**config.mk**
```make
export PLATFORM = sky130hd
export DESIGN_NAME = sfdp_responder
export DESIGN_NICKNAME = d
export VERILOG_FILES = /design/src/rtl/sfdp_pkg.sv /design/src/rtl/sfdp_sync.sv /design/src/rtl/sfdp_rom.sv /design/src/rtl/sfdp_engine.sv /design/src/rtl/sfdp_responder.sv
export SDC_FILE = /design/constraint.sdc
export NUM_CORES = 1
export LEC_CHECK = 0
export ABC_AREA = 1
export BUFFER_PORTS_ARGS = -buffer_cell sky130_fd_sc_hd__buf_2
export CORE_AREA = 2 2 128 130
export CTS_CLUSTER_DIAMETER = 50
export CTS_CLUSTER_SIZE = 20
export DETAILED_ROUTE_END_ITERATION = 7
export DIE_AREA = 0 0 130 132
export GPL_TIMING_DRIVEN = 0
export MAX_ROUTING_LAYER = met4
export PLACE_DENSITY_LB_ADDON = 0.12
export SLEW_MARGIN = 5
export SYNTH_ARGS = -nofsm -noshare
export SYNTH_HDL_FRONTEND = slang
export SYNTH_SLANG_ARGS = --single-unit
export TNS_END_PERCENT = 50
```
**constraint.sdc**
```tcl
create_clock -name clk -period 3.3 [get_ports clk]
set_input_delay 0 -clock clk [delete_from_list [all_inputs] [get_ports clk]]
set_output_delay 0 -clock clk [all_outputs]
set_load 0.02 [all_outputs]
```
**src/rtl/sfdp_pkg.sv**
```systemverilog
// Shared definitions for the parameter read responder.
// Assumes a single opcode and a 24-bit parameter address space.
package sfdp_pkg;
    localparam int          ADDR_W    = 24;
    localparam int          BYTE_W    = 8;
    localparam int          BIT_CNT_W = $clog2(BYTE_W);
    localparam int          ADDR_BYTES = ADDR_W / BYTE_W;
    localparam logic [7:0]  OPC_PARAM_READ = 8'h5A;

    typedef enum logic [2:0] {
        ST_IDLE,
        ST_CMD,
        ST_ADDR,
        ST_DUMMY,
        ST_DATA,
        ST_IGNORE
    } rsp_state_t;
endpackage

```
**src/rtl/sfdp_sync.sv**
```systemverilog
// Multi-bit, multi-stage flop synchroniser for asynchronous bus pins.
// Assumes every bit is an independent level; no bus coherency is claimed.
module sfdp_sync #(
    parameter int          WIDTH   = 3,
    parameter int          STAGES  = 2,
    parameter logic [WIDTH-1:0] RST_VAL = '0
) (
    input  logic             clk,
    input  logic             rst_n,
    input  logic [WIDTH-1:0] d_i,
    output logic [WIDTH-1:0] q_o
);
    logic [WIDTH-1:0] stage_q [STAGES];

    generate
        for (genvar s = 0; s < STAGES; s++) begin : g_stage
            // One flop rank of the chain; rank 0 takes the raw pins.
            always_ff @(posedge clk) begin
                if (!rst_n) begin
                    stage_q[s] <= RST_VAL;
                end else if (s == 0) begin
                    stage_q[s] <= d_i;
                end else begin
                    stage_q[s] <= stage_q[(s == 0) ? 0 : s - 1];
                end
            end
        end
    endgenerate

    assign q_o = stage_q[STAGES-1];
endmodule

```
**src/rtl/sfdp_rom.sv**
```systemverilog
// Read-only parameter space: signature header, one parameter header and a
// basic table. The table is a parameter; header fields derive from it.
// Assumes the table fits below DEPTH; all other offsets read 0xFF.
module sfdp_rom
    import sfdp_pkg::*;
#(
    parameter int          DEPTH        = 112,
    parameter int          TABLE_BASE   = 'h30,
    parameter int          TABLE_DWORDS = 16,
    parameter logic [7:0]  HDR_COUNT    = 8'h01,
    parameter logic [TABLE_DWORDS*32-1:0] BASIC_TABLE = {
        32'h000008F0, 32'hFF829F19, 32'h5CD5BDF7, 32'h757A757A,
        32'h38651AD4, 32'h82A804C4, 32'h00C3B24A, 32'hFF00D810,
        32'h520F200C, 32'hEB44FFFF, 32'hFF00FFFF, 32'hFFFFFFFE,
        32'hBB043B08, 32'h6B08EB44, 32'h0FFFFFFF, 32'hFFF120E5 }
) (
    input  logic [ADDR_W-1:0] addr_i,
    output logic [7:0]        data_o
);
    localparam int TABLE_END = TABLE_BASE + TABLE_DWORDS * 4;
    localparam logic [23:0] PTR = TABLE_BASE[23:0];

    logic [7:0] hdr_byte;
    logic       in_hdr;
    logic       in_table;
    int         tidx;

    // Fixed header and parameter-header bytes at offsets 0..15.
    always_comb begin
        in_hdr   = 1'b1;
        hdr_byte = 8'hFF;
        case (addr_i)
            24'd0:   hdr_byte = 8'h53;
            24'd1:   hdr_byte = 8'h46;
            24'd2:   hdr_byte = 8'h44;
            24'd3:   hdr_byte = 8'h50;
            24'd4:   hdr_byte = 8'h06;
            24'd5:   hdr_byte = 8'h01;
            24'd6:   hdr_byte = HDR_COUNT;
            24'd7:   hdr_byte = 8'hFF;
            24'd8:   hdr_byte = 8'hFF;
            24'd9:   hdr_byte = 8'h00;
            24'd10:  hdr_byte = TABLE_DWORDS[7:0];
            24'd11:  hdr_byte = 8'h01;
            24'd12:  hdr_byte = PTR[7:0];
            24'd13:  hdr_byte = PTR[15:8];
            24'd14:  hdr_byte = PTR[23:16];
            24'd15:  hdr_byte = 8'hFF;
            default: in_hdr = 1'b0;
        endcase
    end

    // Table window decode and final byte selection.
    always_comb begin
        tidx     = int'({8'd0, addr_i}) - TABLE_BASE;
        in_table = (int'({8'd0, addr_i}) >= TABLE_BASE) &&
                   (int'({8'd0, addr_i}) <  TABLE_END) &&
                   (int'({8'd0, addr_i}) <  DEPTH);
        if (in_hdr) begin
            data_o = hdr_byte;
        end else if (in_table) begin
            data_o = BASIC_TABLE[tidx*8 +: 8];
        end else begin
            data_o = 8'hFF;
        end
    end
endmodule

```
**src/rtl/sfdp_engine.sv**
```systemverilog
// Bus decode engine: finds SCK edges in the synchronised pins, shifts in
// opcode and offset on rising edges, counts the turnaround byte and shifts
// parameter bytes out on falling edges with auto-increment.
// Assumes system clock is well above 4x SCK and CS# setup exceeds 2 clocks.
module sfdp_engine
    import sfdp_pkg::*;
(
    input  logic              clk,
    input  logic              rst_n,
    input  logic              sck_s,
    input  logic              cs_n_s,
    input  logic              mosi_s,
    input  logic [7:0]        rom_data_i,
    output logic [ADDR_W-1:0] rom_addr_o,
    output logic              miso_o,
    output logic              miso_oe_o
);
    rsp_state_t           state;
    logic                 sck_d;
    logic [BIT_CNT_W-1:0] bit_cnt;
    logic [1:0]           byte_cnt;
    logic [6:0]           rx_sh;
    logic [ADDR_W-1:0]    addr;
    logic [6:0]           tx_sh;
    logic [BIT_CNT_W-1:0] out_cnt;
    logic                 miso_q;
    logic                 sck_rise;
    logic                 sck_fall;
    logic [7:0]           rx_byte;
    logic                 byte_done;

    // Edge detect and assembled receive byte.
    always_comb begin
        sck_rise  = sck_s & ~sck_d;
        sck_fall  = ~sck_s & sck_d;
        rx_byte   = {rx_sh, mosi_s};
        byte_done = sck_rise && (bit_cnt == BIT_CNT_W'(BYTE_W - 1));
    end

    // Previous SCK level for edge detection.
    always_ff @(posedge clk) begin
        if (!rst_n) sck_d <= 1'b0;
        else        sck_d <= sck_s;
    end

    // Transaction state machine with receive and transmit shifters.
    always_ff @(posedge clk) begin
        if (!rst_n) begin
            state    <= ST_IDLE;
            bit_cnt  <= '0;
            byte_cnt <= '0;
            rx_sh    <= '0;
            addr     <= '0;
            tx_sh    <= '1;
            out_cnt  <= '0;
            miso_q   <= 1'b1;
        end else if (cs_n_s) begin
            state    <= ST_IDLE;
            bit_cnt  <= '0;
            byte_cnt <= '0;
            out_cnt  <= '0;
            miso_q   <= 1'b1;
        end else begin
            case (state)
                ST_IDLE: state <= ST_CMD;
                ST_CMD, ST_ADDR, ST_DUMMY: begin
                    if (sck_rise) begin
                        rx_sh   <= rx_byte[6:0];
                        bit_cnt <= bit_cnt + 1'b1;
                    end
                    if (byte_done) begin
                        if (state == ST_CMD) begin
                            state <= (rx_byte == OPC_PARAM_READ) ? ST_ADDR : ST_IGNORE;
                        end else if (state == ST_ADDR) begin
                            addr     <= {addr[ADDR_W-9:0], rx_byte};
                            byte_cnt <= byte_cnt + 1'b1;
                            if (byte_cnt == 2'(ADDR_BYTES - 1)) state <= ST_DUMMY;
                        end else begin
                            state   <= ST_DATA;
                            out_cnt <= '0;
                        end
                    end
                end
                ST_DATA: begin
                    if (sck_fall) begin
                        out_cnt <= out_cnt + 1'b1;
                        if (out_cnt == '0) begin
                            miso_q <= rom_data_i[7];
                            tx_sh  <= rom_data_i[6:0];
                            addr   <= addr + 1'b1;
                        end else begin
                            miso_q <= tx_sh[6];
                            tx_sh  <= {tx_sh[5:0], 1'b1};
                        end
                    end
                end
                default: state <= ST_IGNORE;
            endcase
        end
    end

    assign rom_addr_o = addr;
    assign miso_o     = miso_q;
    assign miso_oe_o  = (state == ST_DATA);

    // a synchronised CS# high releases MISO on the next clock.
    p_release_on_cs_r8: assert property (@(posedge clk) disable iff (!rst_n)
        cs_n_s |=> !miso_oe_o);

    // MISO only moves on a data-phase falling edge (or CS# release).
    p_miso_hold_r9: assert property (@(posedge clk) disable iff (!rst_n)
        (!cs_n_s && !(sck_fall && state == ST_DATA)) |=> $stable(miso_o));

    // a rejected command stays rejected until CS# rises.
    p_reject_sticky_r1: assert property (@(posedge clk) disable iff (!rst_n)
        (state == ST_IGNORE) |=> (state == ST_IGNORE || state == ST_IDLE));

    // turnaround is left only at the eighth rising edge.
    p_dummy_len_r3: assert property (@(posedge clk) disable iff (!rst_n)
        (state == ST_DUMMY && !cs_n_s && !byte_done) |=> (state == ST_DUMMY));

    // each new byte load advances the offset by one.
    p_addr_step_r7: assert property (@(posedge clk) disable iff (!rst_n)
        (state == ST_DATA && !cs_n_s && sck_fall && out_cnt == '0)
        |=> (rom_addr_o == $past(rom_addr_o) + 1'b1));
endmodule

```
**src/rtl/sfdp_responder.sv**
```systemverilog
// Top of the parameter read responder: pin synchronisers, decode engine and
// parameter space. MISO leaves as data plus drive enable.
// Assumes mode-0 SPI and a system clock at least ~8x SCK.
module sfdp_responder #(
    parameter int          DEPTH        = 112,
    parameter int          TABLE_BASE   = 'h30,
    parameter int          TABLE_DWORDS = 16,
    parameter logic [7:0]  HDR_COUNT    = 8'h01,
    parameter int          SYNC_STAGES  = 2
) (
    input  logic clk,
    input  logic rst_n,
    input  logic sck_i,
    input  logic cs_n_i,
    input  logic mosi_i,
    output logic miso_o,
    output logic miso_oe_o
);
    import sfdp_pkg::*;

    logic [2:0]        pins_s;
    logic [ADDR_W-1:0] rom_addr;
    logic [7:0]        rom_data;

    sfdp_sync #(
        .WIDTH  (3),
        .STAGES (SYNC_STAGES),
        .RST_VAL(3'b010)
    ) u_sync (
        .clk  (clk),
        .rst_n(rst_n),
        .d_i  ({mosi_i, cs_n_i, sck_i}),
        .q_o  (pins_s)
    );

    sfdp_engine u_engine (
        .clk       (clk),
        .rst_n     (rst_n),
        .sck_s     (pins_s[0]),
        .cs_n_s    (pins_s[1]),
        .mosi_s    (pins_s[2]),
        .rom_data_i(rom_data),
        .rom_addr_o(rom_addr),
        .miso_o    (miso_o),
        .miso_oe_o (miso_oe_o)
    );

    sfdp_rom #(
        .DEPTH       (DEPTH),
        .TABLE_BASE  (TABLE_BASE),
        .TABLE_DWORDS(TABLE_DWORDS),
        .HDR_COUNT   (HDR_COUNT)
    ) u_rom (
        .addr_i(rom_addr),
        .data_o(rom_data)
    );
endmodule

```
==> impl_metrics.csv <==
group,metric,value,unit
run_status,status,"complete, no violations",
layout,fill_cells,1714,
placement,pre_cts_slack,391.0,ps
power,ir_drop,0.2669,mV
clock_tree,cts.clk_slew.worst_paths,50,ps
synth,avgSynthCellArea,6.281,um^2
synth,synthAdderAreaFrac,0.02941,
layout,antennaDiodeCount,0,
floorplanning,core_area,0.01571,mm^2
sta,rsz0062_at_grt,"false",
hold_path,whs_endpoint,"u_sync.stage_q[0][0]",
sta,fin_setup_tns,0,ps
global_route,met1_usage,0.2454,
synth,synth_top_family_by_area,"simple AND/OR/NAND/NOR gates",
worst_setup_path,cp.required,3520,ps
synth,synth_cells,745,
power,power,1769,uW
worst_setup_path,crit_path_start_kind,"flip-flop",
synth,synth_nets,761,
synth,ys_async_sr_fraction,0,
sta,fin_crit,2951,ps
layout,drive_gt1_frac,0.1349,
synth,ys_ff_latch,57,
clock_tree,clock-sinks,57,
worst_setup_path,worstSetupEndpointType,"flip-flop",
routing,drt_iter0_drc,393,
clock_tree,cts-root-buf,"clkbuf_16",
sta,final_max_slew_viol_count,0,
floorplanning,start_util,0.2978,
floorplanning,num_io_pins,7,
floorplanning,die_w,130,um
floorplanning,rows,46,
global_route,grt-ovfl-total,0,
worst_setup_path,r2r_end,"u_engine.tx_sh[4]",
synth,syn_area,0.004679,mm^2
clock_tree,cts_buffers,9,
routing,vias,4909,
global_route,grt_pass1_vias,4837,
synth,synthFlopType,"dfxtp_1",
synth,yosys.area_share.xor_xnor,0.02246,
clock_tree,clk_path_buf_depth,2,
layout,postLayoutCoreUtil,0.3405,
sta,layout_worst_path_cycle_share,0.8942,
worst_setup_path,cp.arrival,3170,ps
routing,wl,14.84,mm
routing,drc,0,
synth,ys_types,45,
sta,worstMarginPinSlew,771.6,ps
routing,first_pass_iters,5,
synth,synth.yosys.seq_area_share,0.2439,
layout,fin_nets,782,
synth,ys_warn_count,0,
placement,post-dp-hpwl,11.44,mm
power,power_density,330.6,mW/mm^2
clock_tree,cts_tree,"built",
layout,register_area,0.001141,mm^2
clock_tree,h-tree-depth,3,
global_route,grtUsageMet2,0.2816,
run,max_cap_viol_count,0,
routing,post_drt_wl_per_cell,15.04,um
worst_setup_path,reg2reg_from,"u_engine.rom_addr_o[4]",
global_route,grt_pass1_wl,24.58,mm
worst_setup_path,rrSetupSlack,350,ps
sta,max_freq,338.9,MHz
sta,skew,7.932,ps
placement,gp_congestion,0.9051,
sta,whs,389.0,ps
clock_tree,clock_latency,330,ps
sta,relSlewSlack,0.4809,
global_route,grtUsageTotal,0.1843,
global_route,grt_start_max_net_pins,11,
placement,port_buffers,6,
synth,synth_compound_area_frac,0.1952,
power,leakage,0.002244,uW
synth,muxShareOfSynthArea,0,
hold_path,hp-start,"sck_i",
floorplanning,die_y,132,um
layout,multi_input_area,0.003024,mm^2
worst_setup_path,path_class,"flip-flop to flip-flop",
global_route,antenna_found_initial,0,
clock_tree,ctsResizeCount,0,
routing,ant_nets,0,
routing,viasPerCell,4.974,
global_route,use_met3,0.02881,
sta,final_hold_viol_count,0,
global_route,grt_most_used_layer,"met2",
sta,fin_ws,349.1,ps
layout,areaGrowthSynthToFinish,14.33,%
worst_setup_path,reg2reg_depth,15,
hold_path,holdCritPathClass,"input pin to flip-flop",
floorplanning,dieArea,0.01716,mm^2
synth,synthSimpleGateAreaFrac,0.3992,
sta,finalSetupViolCount,0,
synth,synth_edf_count,0,
hold_path,holdPathStages,4,
worst_setup_path,critPathMaxFanout,10,
[sequential cells by signal (all words and copies together) (netlist names)]
name / count
u_engine.rx_sh: 7
u_engine.bit_cnt: 3
u_engine.miso_o: 1
u_engine.byte_cnt: 2
u_engine.rom_addr_o: 24
u_sync.stage_q: 6
u_engine.tx_sh: 7
u_engine.sck_d: 1
u_engine.state: 3
u_engine.out_cnt: 3
[cells by family after synthesis]
kind of cell | count (synthesis)
adders and majority gates | 11
AOI/OAI and AO/OA | 160
buffers and inverters | 120
xor gates and xnor gates | 12
DFF | 57
and+or+nand+nor | 385
[synthesized netlist by cell type (3+ instances only)]
cell | n | area [um^2]
nand3_1 | 48 | 240.2
nand3_4 | 4 | 70.07
nand4_1 | 11 | 68.82
a21oi_1 | 80 | 400.4
a221oi_1 | 4 | 35.03
buf_4 | 3 | 22.52
o21ai_0 | 28 | 140.1
inv_2 | 18 | 67.56
nor3_1 | 5 | 25.02
xor2_1 | 12 | 105.1
o21ai_1 | 21 | 105.1
nand2_1 | 215 | 807.0
buf_6 | 4 | 45.04
dfxtp_1 | 57 | 1141
buf_1 | 3 | 11.26
nor2_4 | 7 | 78.83
o211ai_1 | 9 | 67.56
nor2_2 | 7 | 43.79
nand2_2 | 7 | 43.79
clkbuf_1 | 16 | 60.06
buf_2 | 4 | 20.02
inv_1 | 65 | 244.0
nor2_1 | 53 | 198.9
ha_1 | 11 | 137.6
clkinv_1 | 4 | 15.01
a211oi_1 | 3 | 22.52
nand3_2 | 13 | 130.1
a31oi_1 | 7 | 43.79
nor4_1 | 5 | 31.28
[per-stage QoR]
stage                     instances  area, um^2
after detailed placement        967        4980
final                           987        5350
after global routing            987        5350
after floorplan                 745        4679
after global placement          967        4980
after CTS                       987        5350
[what timing repair did]
item | CTS | global route
hold buffers | 4 | 0
hold endpoints to repair | 5 | 0
setup buffers | 0 | 0
[placed cells by master (no fill, tap or decap), types with 3 or more instances in the layout]
cell type	instances
nand2_1	215
a21oi_1	80
inv_1	65
dfxtp_1	57
nor2_1	53
nand3_1	48
o21ai_0	28
o21ai_1	21
inv_2	18
clkbuf_1	16
nand3_2	13
xor2_1	12
nand4_1	11
ha_1	11
buf_2	10
o211ai_1	9
clkbuf_16	9
nor2_2	7
nand2_2	7
nor2_4	7
a31oi_1	7
nor3_1	5
nor4_1	5
clkinv_1	4
a221oi_1	4
buf_6	4
nand3_4	4
dlygate4sd3_1	4
buf_4	3
buf_1	3
a211oi_1	3
[layout make-up]
type                       count  share of cell area
multi-input combinational    568              0.5652
sequential                    57              0.2133
inverter                      88             0.06268
tap                          216             0.05051
clock buffer                  11             0.04724
buffer                        32             0.03344
clock inverter                 5             0.01450
timing repair buffer          10             0.01310
[critical path, stage by stage, from the launching register on]
cell and delay [ps]:
dfxtp_1 380, clkinv_1 310, buf_2 320, ha_1 310, clkbuf_1 400, clkinv_1 370
a21oi_1 210, nand2_1 80, clkinv_1 50, a21oi_1 70, nand2_1 80, nand2_1 60
nand2_1 60, nand2_1 50, nand2_1 50, nand2_1 50
[worst max-delay path by stage]
| stage | slack [ps] | depth (start not counted) | from | endpoint |
|---|---|---|---|---|
| after global placement | 380 | 15 | u_engine.rom_addr_o[4] | u_engine.tx_sh[4] |
| after CTS | 380 | 15 | u_engine.rom_addr_o[4] | u_engine.tx_sh[4] |
| after global routing | 80 | 15 | u_engine.rom_addr_o[4] | u_engine.tx_sh[4] |
| after detailed placement | 390 | 15 | u_engine.rom_addr_o[4] | u_engine.tx_sh[4] |
| final | 350 | 15 | u_engine.rom_addr_o[4] | u_engine.tx_sh[4] |
| after floorplan | 1110 | 15 | u_engine.rom_addr_o[4] | u_engine.tx_sh[4] |
[layer usage]
layer / wire (um) / vias up
met5: 0 / -
met4: 375 / 0
met3: 607 / 30
met2: 6645 / 107
met1: 7214 / 2267
li1: - / 2505
[where the power goes]
group / switching (uW) / internal, uW / total, uW
clock network: 337 / 699 / 1040
logic: 25.4 / 12.2 / 37.6
registers: 2.18 / 693 / 695
No activity file was read; power rests on OpenSTA's default activity.
